--- src/rtl/gfa_pkg.sv ---
package gfa_pkg;
  localparam int unsigned BYTE_W   = 8;
  localparam int unsigned WORD_W   = 64;
  localparam int unsigned BYTES_PW = WORD_W / BYTE_W;

  typedef logic [BYTE_W-1:0] byte_t;
  typedef logic [WORD_W-1:0] word_t;

  // Matrix word that maps every byte onto itself (row i selects bit 7-i).
  function automatic word_t identity_word();
    word_t w;
    w = '0;
    for (int i = 0; i < BYTES_PW; i++) begin
      w[i*BYTE_W + (BYTE_W-1-i)] = 1'b1;
    end
    return w;
  endfunction
endpackage

--- src/rtl/gfa_byte_xform.sv ---
module gfa_byte_xform
  import gfa_pkg::*;
#(
  parameter int unsigned BW = BYTE_W
) (
  input  logic [BW*BW-1:0] rows_i,
  input  logic [BW-1:0]    x_i,
  input  logic [BW-1:0]    b_i,
  output logic [BW-1:0]    y_o
);
  // Row r of the packed word builds result bit BW-1-r.
  for (genvar r = 0; r < BW; r++) begin : g_row
    logic [BW-1:0] masked;
    assign masked         = rows_i[r*BW +: BW] & x_i;
    assign y_o[BW-1-r]    = (^masked) ^ b_i[BW-1-r];
  end
endmodule

--- src/rtl/gfa_lane.sv ---
module gfa_lane
  import gfa_pkg::*;
#(
  parameter int unsigned LANE_W = WORD_W
) (
  input  logic [LANE_W-1:0] data_i,
  input  logic [LANE_W-1:0] mat_i,
  input  logic [BYTE_W-1:0] b_i,
  output logic [LANE_W-1:0] y_o
);
  localparam int unsigned NBYTES = LANE_W / BYTE_W;

  for (genvar j = 0; j < NBYTES; j++) begin : g_byte
    gfa_byte_xform #(.BW(BYTE_W)) i_byte (
      .rows_i (mat_i),
      .x_i    (data_i[j*BYTE_W +: BYTE_W]),
      .b_i    (b_i),
      .y_o    (y_o[j*BYTE_W +: BYTE_W])
    );
  end
endmodule

--- src/rtl/gf2_affine_unit.sv ---
module gf2_affine_unit
  import gfa_pkg::*;
#(
  parameter int unsigned LANES = 2
) (
  input  logic                    clk_i,
  input  logic                    rst_ni,
  input  logic                    in_valid_i,
  input  logic [LANES*WORD_W-1:0] data_i,
  input  logic [LANES*WORD_W-1:0] mat_i,
  input  logic [BYTE_W-1:0]       bconst_i,
  output logic                    out_valid_o,
  output logic [LANES*WORD_W-1:0] result_o
);
  localparam int unsigned VEC_W = LANES * WORD_W;
  localparam int unsigned VEC_B = VEC_W / BYTE_W;

  logic [VEC_W-1:0] xform;
  logic [VEC_W-1:0] res_q, res_d;
  logic             vld_q, vld_d;

  for (genvar k = 0; k < LANES; k++) begin : g_lane
    gfa_lane #(.LANE_W(WORD_W)) i_lane (
      .data_i (data_i[k*WORD_W +: WORD_W]),
      .mat_i  (mat_i[k*WORD_W +: WORD_W]),
      .b_i    (bconst_i),
      .y_o    (xform[k*WORD_W +: WORD_W])
    );
  end

  // Next-state logic
  always_comb begin
    vld_d = in_valid_i;
    res_d = res_q;
    if (in_valid_i) res_d = xform;
  end

  // State registers
  always_ff @(posedge clk_i or negedge rst_ni) begin
    if (!rst_ni) begin
      vld_q <= 1'b0;
      res_q <= '0;
    end else begin
      vld_q <= vld_d;
      res_q <= res_d;
    end
  end

  assign out_valid_o = vld_q;
  assign result_o    = res_q;

  // Checks
  logic all_ident, all_zero;
  always_comb begin
    all_ident = 1'b1;
    for (int k = 0; k < LANES; k++)
      if (mat_i[k*WORD_W +: WORD_W] != identity_word()) all_ident = 1'b0;
  end
  assign all_zero = (mat_i == '0);

  p_valid_lat_r2: assert property (@(posedge clk_i) disable iff (!rst_ni)
    in_valid_i |=> out_valid_o);
  p_no_spurious_r2: assert property (@(posedge clk_i) disable iff (!rst_ni)
    !in_valid_i |=> !out_valid_o);
  p_hold_r3: assert property (@(posedge clk_i) disable iff (!rst_ni)
    !in_valid_i |=> $stable(result_o));
  p_zero_mat_r8: assert property (@(posedge clk_i) disable iff (!rst_ni)
    (in_valid_i && all_zero) |=> (result_o == {VEC_B{$past(bconst_i)}}));
  p_identity_r5: assert property (@(posedge clk_i) disable iff (!rst_ni)
    (in_valid_i && all_ident && bconst_i == '0) |=> (result_o == $past(data_i)));
endmodule

--- config.mk ---
export PLATFORM = sky130hd
export DESIGN_NAME = gf2_affine_unit
export DESIGN_NICKNAME = d
export VERILOG_FILES = /design/src/rtl/gfa_pkg.sv /design/src/rtl/gfa_byte_xform.sv /design/src/rtl/gfa_lane.sv /design/src/rtl/gf2_affine_unit.sv
export SDC_FILE = /design/constraint.sdc
export NUM_CORES = 1
export LEC_CHECK = 0
export BUFFER_PORTS_ARGS = -buffer_cell sky130_fd_sc_hd__buf_4
export CELL_PAD_IN_SITES_DETAIL_PLACEMENT = 1
export CELL_PAD_IN_SITES_GLOBAL_PLACEMENT = 1
export CORE_ASPECT_RATIO = 0.5
export CORE_MARGIN = 10
export CORE_UTILIZATION = 23
export DETAILED_ROUTE_END_ITERATION = 7
export MAX_ROUTING_LAYER = met4
export PLACE_DENSITY_LB_ADDON = 0.1
export SKIP_LAST_GASP = 1
export SLEW_MARGIN = 20
export SYNTH_ARGS = -nofsm -noshare
export SYNTH_HDL_FRONTEND = slang
export SYNTH_SLANG_ARGS = --single-unit
--- constraint.sdc ---
create_clock -name clk_i -period 1.95 [get_ports clk_i]
set_input_delay 0.195 -clock clk_i [delete_from_list [all_inputs] [get_ports clk_i]]
set_output_delay 0.195 -clock clk_i [all_outputs]
set_load 0.05 [all_outputs]
==> flow_summary.ini <==
[route]
wire_per_inst_microns = 26.9
wire_length_after_detailed_routing_microns = 105000
drt_iter0_markers = 1036
vias = 16500
dr.pass1.iters = 5
route.antenna.remaining_nets = 0
drcViolationCount = 0
routed_via_density = 4.25

[layout]
drive_gt1_share_pct = 25.5
fillCellCount = 10600
multiInputGateArea_sq_um = 16400
final_common_cell = sky130_fd_sc_hd__nand2_1
area_growth_syn_to_layout_pct = 19.1
finish.net_count = 2896
layout.cells.most_common_list = sky130_fd_sc_hd__nand2_1, sky130_fd_sc_hd__xnor2_1, sky130_fd_sc_hd__buf_4
final_cell_count_no_fill = 3888
seq_area_sq_um = 3230

[clock_tree]
cts.clk_slew.worst_paths_ns = 0.08
cts_tree = built
clk_root_buffer_cell = sky130_fd_sc_hd__clkbuf_16
htreeDepth = 4
clock_buffer_count_from_cts = 17
post_cts_buffers = 0
clk-insertion-delay-late_ns = 0.50
tritoncts_num_sinks = 129
maximum_buffer_depth_of_the_clock_tree = 2

[pwr]
irDropWorstVdd_v = 0.000649
power_report.internal_total_w = 0.0127
power_density_nw_per_um2 = 1010
seq_power_share_pct = 20.5
netSwitchingPower_w = 0.0129
p_leak_nw = 11.3
power.switching_fraction_pct = 50.4
part_of_the_power_in_combinational_logic_pct = 65.0
power.clock.fraction_pct = 14.5

[timing]
maxSlewHeadroom_pct = 64.6
timing_worst_slew_pin_value_ns = 0.531
finalHoldWorstSlack_ns = 0.0293
period_needed_ns = 1.44
post-route-worst-setup-slack_ns = 0.508
timing.setup.tns_ns = 0
timing.final.crit_share_pct = 74.0
clock-skew-final_ns = 0
final_max_slew_viol_count = 0
hold_viol_final = 0
grt_setup_unrepaired = false
finalSetupViolCount = 0
fmax_ghz = 0.693

[setup_path]
critical-path-top-delay-family = flip-flops
crit_fanout = 2
crit_path_start_kind = flip-flop
slowest_delay_ns = 0.47
timing.critical_path.required_ns = 1.75
timing_worst_setup_path_type = flip-flop to output pin
critical_path.slowest_cell = sky130_fd_sc_hd__dfrtp_1
critical_path_arrival_ns = 1.25
worstPathBufferInverterCount = 1
critical_path.cell_chain = buf_4
timing.critical_path.to_type = output pin

[status]
outcome = complete, no violations

[die]
die_h_microns = 235
io-pin-count = 396
start_util_pct = 23.3
die_x_microns = 450
design.die.area_sq_um = 106000
core_area_sq_um = 91100
std_cell_rows = 78

[synth]
synth_cells = 2463
syn_area_sq_um = 21200
postSynthAreaPerCell_sq_um = 8.62
mappedNetlistNets = 2730
yosys.area.top_type_share_pct = 23.1
netlist.top_cell.by_area = sky130_fd_sc_hd__xnor2_1
netlist_top_cells_area = sky130_fd_sc_hd__xnor2_1, sky130_fd_sc_hd__nand2_1, sky130_fd_sc_hd__dfrtp_1
synth.yosys.warnings = 0
synth-seq-area-share_pct = 15.2
distinct_cell_type_count_of_the_synthesized_netlist = 18
postSynthRegisterBits = 129

[grt]
global_route.overflow_total = 0
initial_antenna_violation_count = 7
first_global_vias = 17600
grtUsageTotal_pct = 20.0
largest_net_degree_at_the_start_of_global_routing = 43
grt_pass1_wl_microns = 146000

[placed_design]
detailed_placement_hpwl_microns = 82200
place.detailed.instances = 3849
port_buffers = 395
post-place-ws_ns = 0.124
finalWeightedCongestion = 0.816

[job]
max-cap-violations = 0

[worst_hold_path]
hp-class = input port to flip-flop
==> metrics by stage <==
step           area (sq um)  utilization [%]  total power (W)
3_5_place_dp          24600             27.0           0.0222
5_1_grt               25300             27.8           0.0268
4_1_cts               25300             27.7           0.0261
6_report              25300             27.8           0.0256
2_1_floorplan         21200                -           0.0164
3_3_place_gp          24600             27.0           0.0221
==> per-layer routing <==
metal	share of wire (%)	routed length, microns	GRT usage [%]	vias up
li1	-	-	-	7744
met1	46	48000	25.3	8378
met2	49	51100	33.3	338
met3	3.2	3350	2.71	80
met4	2.0	2110	5.10	0
met5	0	0	-	-
==> timing repair <==
item / in CTS / in global routing
hold buffers: 1 / 0
hold endpoints to repair: 129 / 0
resized for setup: 0 / 0
==> power groups by stage <==
stage,clock [W],combinational [W],sequential (W)
after global placement,0,0.0168,0.00535
after CTS,0.00385,0.0169,0.00530
final,0.00371,0.0166,0.00526
after global routing,0.00391,0.0175,0.00541
after floorplan,0,0.00698,0.00945
after detailed placement,0,0.0169,0.00532
==> cells by family after synthesis <==
kind of cell	share of synthesized area [%]
mux	6.79
xor+xnor	52.4
buf+inv	7.48
simple gates	18.1
flops	15.2
==> cells in the mapped netlist <==
library cell	instances
sky130_fd_sc_hd__buf_8	1
sky130_fd_sc_hd__xnor2_1	559
sky130_fd_sc_hd__clkbuf_8	13
sky130_fd_sc_hd__buf_6	10
sky130_fd_sc_hd__nand2_1	1024
sky130_fd_sc_hd__buf_12	8
sky130_fd_sc_hd__xnor2_2	1
sky130_fd_sc_hd__xnor3_1	128
sky130_fd_sc_hd__buf_2	81
sky130_fd_sc_hd__xnor2_4	80
sky130_fd_sc_hd__dfrtp_1	129
sky130_fd_sc_hd__xor2_1	128
sky130_fd_sc_hd__dlygate4sd1_1	3
sky130_fd_sc_hd__mux2_2	128
sky130_fd_sc_hd__buf_4	13
sky130_fd_sc_hd__clkbuf_1	122
sky130_fd_sc_hd__clkbuf_2	2
sky130_fd_sc_hd__buf_1	33
==> path summary, 6_finish.rpt <==
check                              from  slack [ns]  depth (start not counted)      endpoint
max                        result_o[31]        0.51                          1  result_o[31]
min                          in_valid_i        0.03                          1   out_valid_o
max reg2reg                result_o[31]        1.08                          1  result_o[31]
min reg2reg                result_o[55]        0.51                          1  result_o[55]
max in group asynchronous        rst_ni        1.13                          3  result_o[84]
min in group asynchronous        rst_ni        0.12                          2  result_o[37]
==> flip-flops by register name, indices dropped and copies added (netlist names) <==
signal       cells
out_valid_o      1
result_o       128
==> final cells by class <==
class	count	area share (%)
Multi-Input combinational cell	2048	64.9
Tap cell	1240	6.14
Clock buffer	17	1.68
Timing Repair Buffer	433	13.6
Antenna cell	6	0.0594
Sequential cell	129	12.8
Clock inverter	15	0.782
(Power assumes the default switching activity.)
